## src/rtl/atp_pkg.sv

```systemverilog
package atp_pkg;
  localparam int unsigned MAX_DEPTH = 5;

  // Index width for n items, never below one bit.
  function automatic int unsigned width_of(input int unsigned n);
    return (n <= 1) ? 1 : $clog2(n);
  endfunction

  function automatic bit legal_group(input int unsigned g);
    return (g == 1) || (g == 2) || (g == 4) || (g == 8);
  endfunction
endpackage

```

## src/rtl/atp_lane_ram.sv

```systemverilog
// One candidate lane: every group holds one entry of this lane.
module atp_lane_ram #(
  parameter int unsigned ENTRIES = 64,
  parameter int unsigned DW      = 8,
  parameter bit          SYNC_RD = 1'b1,
  localparam int unsigned AW     = atp_pkg::width_of(ENTRIES)
) (
  input  logic          clk,
  input  logic          we,
  input  logic [AW-1:0] waddr,
  input  logic [DW-1:0] wdata,
  input  logic [AW-1:0] raddr,
  output logic [DW-1:0] rdata
);
  logic [DW-1:0] mem [ENTRIES];

  always_ff @(posedge clk) begin
    if (we) mem[waddr] <= wdata;
  end

  generate
    if (SYNC_RD) begin : g_sync
      // Registered read, returns the old word on a same-address write.
      always_ff @(posedge clk) rdata <= mem[raddr];
    end else begin : g_async
      assign rdata = mem[raddr];
    end
  endgenerate
endmodule

```

## src/rtl/atp_delay_line.sv

```systemverilog
// Carries a stage payload and its valid bit forward by STAGES cycles.
module atp_delay_line #(
  parameter int unsigned W      = 8,
  parameter int unsigned STAGES = 1
) (
  input  logic         clk,
  input  logic         rst,
  input  logic         flush,
  input  logic         in_valid,
  input  logic [W-1:0] in_data,
  output logic         out_valid,
  output logic [W-1:0] out_data
);
  generate
    if (STAGES == 0) begin : g_pass
      assign out_valid = in_valid;
      assign out_data  = in_data;
    end else begin : g_regs
      logic [STAGES-1:0] v;
      logic [W-1:0]      d [STAGES];

      always_ff @(posedge clk) begin
        if (rst || flush) begin
          v <= '0;
        end else begin
          v[0] <= in_valid;
          for (int k = 1; k < STAGES; k++) v[k] <= v[k-1];
        end
      end

      always_ff @(posedge clk) begin
        d[0] <= in_data;
        for (int k = 1; k < STAGES; k++) d[k] <= d[k-1];
      end

      assign out_valid = v[STAGES-1];
      assign out_data  = d[STAGES-1];

      AST_DELAY_ORIGIN: assert property (@(posedge clk) disable iff (rst)
        out_valid |-> $past(in_valid, STAGES)) else $error("delay line emitted without input");
    end
  endgenerate
endmodule

```

## src/rtl/atp_pick.sv

```systemverilog
// Final stage: fold the freshest tid into an offset and register the chosen entry.
module atp_pick #(
  parameter int unsigned ID_W  = 8,
  parameter int unsigned GRP   = 4,
  parameter int unsigned GI_W  = 6,
  parameter int unsigned OFF_W = 2,
  localparam int unsigned ROW_W = GRP * ID_W
) (
  input  logic             clk,
  input  logic             rst,
  input  logic             flush,
  input  logic             in_valid,
  input  logic [GI_W-1:0]  in_grp,
  input  logic [ROW_W-1:0] in_row,
  input  logic [ID_W-1:0]  fresh_tid,
  output logic             pred_valid,
  output logic [ID_W-1:0]  pred_tid,
  output logic [GI_W-1:0]  pred_grp,
  output logic [OFF_W-1:0] pred_off
);
  logic [OFF_W-1:0] off_sel;
  logic [ID_W-1:0]  cand;

  generate
    if (GRP == 1) begin : g_single
      assign off_sel = '0;
    end else begin : g_fold
      assign off_sel = fresh_tid[OFF_W-1:0] ^ fresh_tid[ID_W-1 -: OFF_W];
    end
  endgenerate

  always_comb cand = in_row[off_sel*ID_W +: ID_W];

  always_ff @(posedge clk) begin
    if (rst || flush) pred_valid <= 1'b0;
    else              pred_valid <= in_valid;
  end

  always_ff @(posedge clk) begin
    pred_tid <= cand;
    pred_grp <= in_grp;
    pred_off <= off_sel;
  end

  AST_FLUSH_KILL: assert property (@(posedge clk) disable iff (rst)
    flush |=> !pred_valid) else $error("prediction survived a flush");
  AST_PICK_SRC: assert property (@(posedge clk) disable iff (rst)
    pred_valid |-> $past(in_valid)) else $error("prediction without a staged lookup");
endmodule

```

## src/rtl/atp_predictor.sv

```systemverilog
module atp_predictor #(
  parameter int unsigned ID_W     = 8,
  parameter int unsigned N_GROUPS = 64,
  parameter int unsigned GRP      = 4,
  parameter int unsigned DEPTH    = 3,
  localparam int unsigned GI_W    = atp_pkg::width_of(N_GROUPS),
  localparam int unsigned OFF_W   = atp_pkg::width_of(GRP),
  localparam int unsigned ROW_W   = GRP * ID_W
) (
  input  logic             clk,
  input  logic             rst,
  input  logic             lk_valid,
  input  logic [ID_W-1:0]  lk_tid,
  input  logic             flush,
  input  logic             upd_valid,
  input  logic [GI_W-1:0]  upd_grp,
  input  logic [OFF_W-1:0] upd_off,
  input  logic [ID_W-1:0]  upd_tid,
  output logic             pred_valid,
  output logic [ID_W-1:0]  pred_tid,
  output logic [GI_W-1:0]  pred_grp,
  output logic [OFF_W-1:0] pred_off
);
  initial begin
    AST_LEGAL_PARAMS: assert (DEPTH >= 1 && DEPTH <= atp_pkg::MAX_DEPTH &&
                              atp_pkg::legal_group(GRP) && ID_W >= GI_W && ID_W >= OFF_W)
      else $error("illegal predictor parameters");
  end

  logic             lk_go;
  logic [GI_W-1:0]  lk_grp;
  logic [ROW_W-1:0] row_rd;
  logic             fin_valid;
  logic [GI_W-1:0]  fin_grp;
  logic [ROW_W-1:0] fin_row;

  assign lk_go  = lk_valid && !flush;
  assign lk_grp = lk_tid[GI_W-1:0];

  // Candidate storage: one memory per lane, all read at the same group.
  generate
    for (genvar l = 0; l < GRP; l++) begin : g_lane
      logic lane_we;
      if (GRP == 1) begin : g_we1
        assign lane_we = upd_valid;
      end else begin : g_wen
        assign lane_we = upd_valid && (upd_off == OFF_W'(l));
      end
      atp_lane_ram #(
        .ENTRIES (N_GROUPS),
        .DW      (ID_W),
        .SYNC_RD (DEPTH > 1)
      ) u_ram (
        .clk   (clk),
        .we    (lane_we),
        .waddr (upd_grp),
        .wdata (upd_tid),
        .raddr (lk_grp),
        .rdata (row_rd[l*ID_W +: ID_W])
      );
    end
  endgenerate

  // Early stages: stale-history group read, then plain carry.
  generate
    if (DEPTH == 1) begin : g_flat
      assign fin_valid = lk_go;
      assign fin_grp   = lk_grp;
      assign fin_row   = row_rd;
    end else begin : g_piped
      logic            s1_valid;
      logic [GI_W-1:0] s1_grp;

      always_ff @(posedge clk) begin
        if (rst || flush) s1_valid <= 1'b0;
        else              s1_valid <= lk_go;
      end
      always_ff @(posedge clk) s1_grp <= lk_grp;

      atp_delay_line #(
        .W      (GI_W + ROW_W),
        .STAGES (DEPTH - 2)
      ) u_carry (
        .clk       (clk),
        .rst       (rst),
        .flush     (flush),
        .in_valid  (s1_valid),
        .in_data   ({s1_grp, row_rd}),
        .out_valid (fin_valid),
        .out_data  ({fin_grp, fin_row})
      );
    end
  endgenerate

  atp_pick #(
    .ID_W  (ID_W),
    .GRP   (GRP),
    .GI_W  (GI_W),
    .OFF_W (OFF_W)
  ) u_pick (
    .clk        (clk),
    .rst        (rst),
    .flush      (flush),
    .in_valid   (fin_valid),
    .in_grp     (fin_grp),
    .in_row     (fin_row),
    .fresh_tid  (lk_tid),
    .pred_valid (pred_valid),
    .pred_tid   (pred_tid),
    .pred_grp   (pred_grp),
    .pred_off   (pred_off)
  );

  AST_LOOKUP_ORIGIN: assert property (@(posedge clk) disable iff (rst)
    pred_valid |-> $past(lk_valid && !flush, DEPTH)) else $error("prediction from an idle slot");
  AST_GRP_FROM_ISSUE: assert property (@(posedge clk) disable iff (rst)
    pred_valid |-> (pred_grp == $past(lk_tid[GI_W-1:0], DEPTH))) else $error("group not from issue tid");
endmodule

```

## config.mk

```make
export PLATFORM = sky130hd
export DESIGN_NAME = atp_predictor
export DESIGN_NICKNAME = d
export VERILOG_FILES = /design/src/rtl/atp_pkg.sv /design/src/rtl/atp_lane_ram.sv /design/src/rtl/atp_delay_line.sv /design/src/rtl/atp_pick.sv /design/src/rtl/atp_predictor.sv
export SDC_FILE = /design/constraint.sdc
export NUM_CORES = 2
export LEC_CHECK = 0
export ABC_AREA = 1
export BUFFER_PORTS_ARGS = -buffer_cell sky130_fd_sc_hd__buf_2
export CAP_MARGIN = 20
export CORE_MARGIN = 2
export CORE_UTILIZATION = 48
export CTS_CLUSTER_DIAMETER = 60
export DETAILED_ROUTE_END_ITERATION = 12
export GPL_TIMING_DRIVEN = 0
export REMOVE_ABC_BUFFERS = 1
export SYNTH_ARGS = -nofsm -noshare
export SYNTH_HDL_FRONTEND = slang
export SYNTH_HIERARCHICAL = 1
export SYNTH_SLANG_ARGS = --single-unit
```

## constraint.sdc

```tcl
create_clock -name clk -period 5.1 [get_ports clk]
set_clock_uncertainty 0.05 [all_clocks]
set_input_delay 1.02 -clock clk [delete_from_list [all_inputs] [get_ports clk]]
set_output_delay 1.02 -clock clk [all_outputs]
set_load 0.005 [all_outputs]
```

==> flow_metrics.py <==
metrics = {
    "run_status": {
        "status": "finished, final reports clean",
    },
    "drt": {
        "vias": 54670,
        "via_per_inst": 5.559,
        "routed_wl_mm": 215.1,
        "wl_per_cell_um": 21.87,
        "first_pass_iters": 6,
        "first_iter_violations": 5626,
        "drc": 0,
        "antenna_left": 0,
    },
    "sta": {
        "relSlewSlack_pct": 29.24,
        "min_period_over_period_pct": 78.01,
        "rsz0062_at_grt": "false",
        "min_period_ns": 3.979,
        "fmax_mhz": 251.3,
        "hold_violations": 0,
        "drv_slew": 0,
        "setup_viol": 0,
        "fin_ws_ns": 1.121,
        "hold_ws_ns": 0.2748,
        "tightest_slew_ns": 1.058,
    },
    "clock_network": {
        "clk_path_buf_depth": 3,
        "cts.sinks": 2143,
        "clk_pin_slew_ns": 0.06,
        "post_cts_buffers": 0,
        "htreeDepth": 4,
        "hold_buffers": 0,
        "insertion_delay_ns": 0.85,
        "ctsResizeCount": 0,
        "cts-buffers-inserted": 215,
        "cts_tree": "yes",
        "root_buffer": "clkbuf_16",
    },
    "cells_and_area": {
        "fin_nets": 7304,
        "drive_gt1_share_pct": 6.263,
        "area_delta_synth_final_pct": 9.756,
    },
    "synthesis": {
        "synth_seq_area_share_pct": 72.78,
        "yosys_warnings": 6,
        "synth_cells": 7390,
        "ys_seq_elements": 2143,
        "syn_avg_cell_area_sq_um": 11.79,
        "ys_types": 22,
        "syn_area_sq_mm": 0.08712,
    },
    "global_route": {
        "antenna_found_initial": 10,
        "grt_pass1_wl_mm": 323.5,
        "grt_max_degree": 198,
        "grt_overflow": 0,
        "grt_pass1_vias": 51320,
        "grtUsageTotal_pct": 22.88,
    },
    "power": {
        "pwr-share-clk_pct": 41.1,
        "vdd_drop_max_mv": 0.3435,
        "power.switching_uw": 8233,
        "power_density_mw_per_mm2": 384.0,
        "netSwitchingFraction_pct": 22.42,
        "power_frac_seq_pct": 53.0,
        "power_leakage_uw": 0.03408,
        "fin_total_pwr_uw": 36720,
        "p_int_uw": 28480,
        "pwr-share-comb_pct": 6.0,
    },
    "place": {
        "io_buffers": 45,
        "hpwl_mm": 116.3,
        "place.gp.congestion": 0.8141,
        "pre_cts_ws_ns": 0.3818,
    },
    "hold_path": {
        "holdPathStages": 0,
        "holdPathEnd": "u_pick/pred_grp[5]$_DFF_P_",
        "hold_class": "flop to flop",
        "min-delay-start": "g_piped.u_carry/g_regs.d[0][37]$_DFF_P_",
    },
    "critical_path": {
        "reg2reg_from": "g_lane[3].u_ram/mem[27][5]$_DFFE_PP_",
        "critPathTopFamily": "buffers and inverters",
        "startpoint_type": "input port",
        "slowest_stage": "buf_16",
        "path_class": "input port to flop",
        "crit_fanout": 144,
        "cp.buffers_inverters": 5,
        "cp-end-kind": "flop",
        "ff2ff_setup_slack_ns": 3.42,
        "crit_required_ns": 5.72,
        "reg2regPathDepth": 8,
        "crit_path_max_incr_delay_ns": 0.51,
        "crit_chain": "buf_8 -> buf_16 -> buf_16 -> inv_12 -> buf_16 -> nand2_1 -> nand3_1 -> nand3_1 -> nand2_1 -> nand2_1 -> nand3_1 -> nand3_1 -> nand2_1",
        "r2r-end": "g_lane[3].u_ram/rdata[5]$_DFF_P_",
        "crit_arrival_ns": 4.60,
    },
    "die": {
        "row_count": 156,
        "start_util_pct": 48.25,
        "io_pins": 46,
        "die-area_sq_mm": 0.1849,
        "die_y_um": 430.0,
        "core_area_sq_mm": 0.1805,
        "die_w_um": 430.0,
    },
    "flow_run": {
        "maxCapViolCount": 0,
    },
}
-- worst register-to-register path, cell delays in order, from the launching register on --
cell and delay, ns:
edfxtp_1 0.37, nand2_1 0.07, nand3_1 0.08, nand3_1 0.14, nand2_1 0.07, nand2_1 0.08
nand3_1 0.21, nand3_1 0.27, nand2_1 0.18
-- power groups by stage --
stage / Sequential, uW / Combinational, uW / Clock (uW)
global route: 19400 / 2390 / 16000
detailed placement: 19800 / 2180 / 0
finish: 19400 / 2190 / 15100
floorplan: 19800 / 953 / 0
global placement: 19900 / 2550 / 0
CTS: 19400 / 2190 / 15300
-- placed cells by master, fill, tap and decap left out, drive strengths merged --
cell type	instances
nand4	36
buf	122
xor2	1
nor4	32
xnor2	1
clkbuf	295
nand3b	8
diode	8
clkinvlp	2
nor2	230
clkinv	83
dfxtp	95
nor3b	1
nand2	2617
nand3	1788
bufinv	9
edfxtp	2048
inv	88
-- registers in the layout, indices dropped and copies added (netlist names) --
name,cells
g_piped.u_carry/g_regs.d,38
g_piped.u_carry/out_valid,1
u_pick/pred_valid,1
g_lane.u_ram/rdata,32
g_lane.u_ram/mem,2048
g_piped.s1_valid,1
u_pick/pred_off,2
g_piped.s1_grp,6
u_pick/pred_tid,8
u_pick/pred_grp,6
-- how the worst max path moves through the flow --
| stage | depth (start not counted) | start | endpoint | slack [ns] |
|---|---|---|---|---|
| 2_1_floorplan | 8 | lk_tid[1] | g_lane[0].u_ram/rdata[7]$_DFF_P_ | 1.51 |
| 3_3_place_gp | 10 | lk_tid[0] | g_lane[0].u_ram/rdata[4]$_DFF_P_ | -22.46 |
| 3_5_place_dp | 13 | lk_tid[0] | g_lane[3].u_ram/rdata[2]$_DFF_P_ | 0.38 |
| 4_1_cts | 13 | lk_tid[0] | g_lane[3].u_ram/rdata[7]$_DFF_P_ | 1.27 |
| 5_1_grt | 13 | lk_tid[0] | g_lane[3].u_ram/rdata[7]$_DFF_P_ | 1.03 |
| 6_report | 13 | lk_tid[0] | g_lane[3].u_ram/rdata[5]$_DFF_P_ | 1.12 |
-- area by class of cell --
class / instances / area (sq um)
Fill cell: 15110 / 84930
Sequential cell: 2143 / 63400
Multi-Input combinational cell: 4714 / 20360
Clock buffer: 295 / 5927
Tap cell: 2370 / 2965
Timing Repair Buffer: 122 / 1795
Clock inverter: 103 / 782.0
Inverter: 79 / 369.1
Antenna cell: 8 / 20.02
-- cell families after synthesis --
| family | synth area share (%) |
|---|---|
| DFF | 72.78 |
| buffers and inverters | 4.086 |
| and+or+nand+nor | 23.11 |
| xor gates and xnor gates | 0.02873 |
-- synthesized netlist by cell type (all sizes together) --
cell / number / share of area (%)
inv: 79 / 0.36
nor3b: 1 / 0.0086
dfxtp: 95 / 2.2
buf: 394 / 3.5
nand3b: 8 / 0.069
edfxtp: 2048 / 71
nand2: 2617 / 11
clkbuf: 60 / 0.26
nor2: 230 / 0.99
xnor2: 1 / 0.010
nor4: 32 / 0.23
xor2: 1 / 0.019
nand4: 36 / 0.26
nand3: 1788 / 10
-- routing by layer --
metal	vias up	part of all wire, %	track usage (%)	wire [um]
met4	2	2.8	7.112	5944
met3	339	6.8	3.369	14690
met2	1886	47	35.91	101400
met5	-	0.0033	0	7
met1	26730	43	33.08	93080
li1	25710	-	-	-
-- metrics by stage --
stage | setup TNS (ns) | instance area [sq um] | util (%) | std cells
after floorplan | 0 | 83880 | - | 6936
after global placement | -2177.07 | 87070 | 48.22 | 9351
after detailed placement | 0 | 88820 | 49.19 | 9425
after CTS | 0 | 95530 | 52.91 | 9823
after global routing | 0 | 95620 | 52.96 | 9833
final | 0 | 95620 | 52.96 | 9834
No activity file was read; power rests on OpenSTA's default activity.
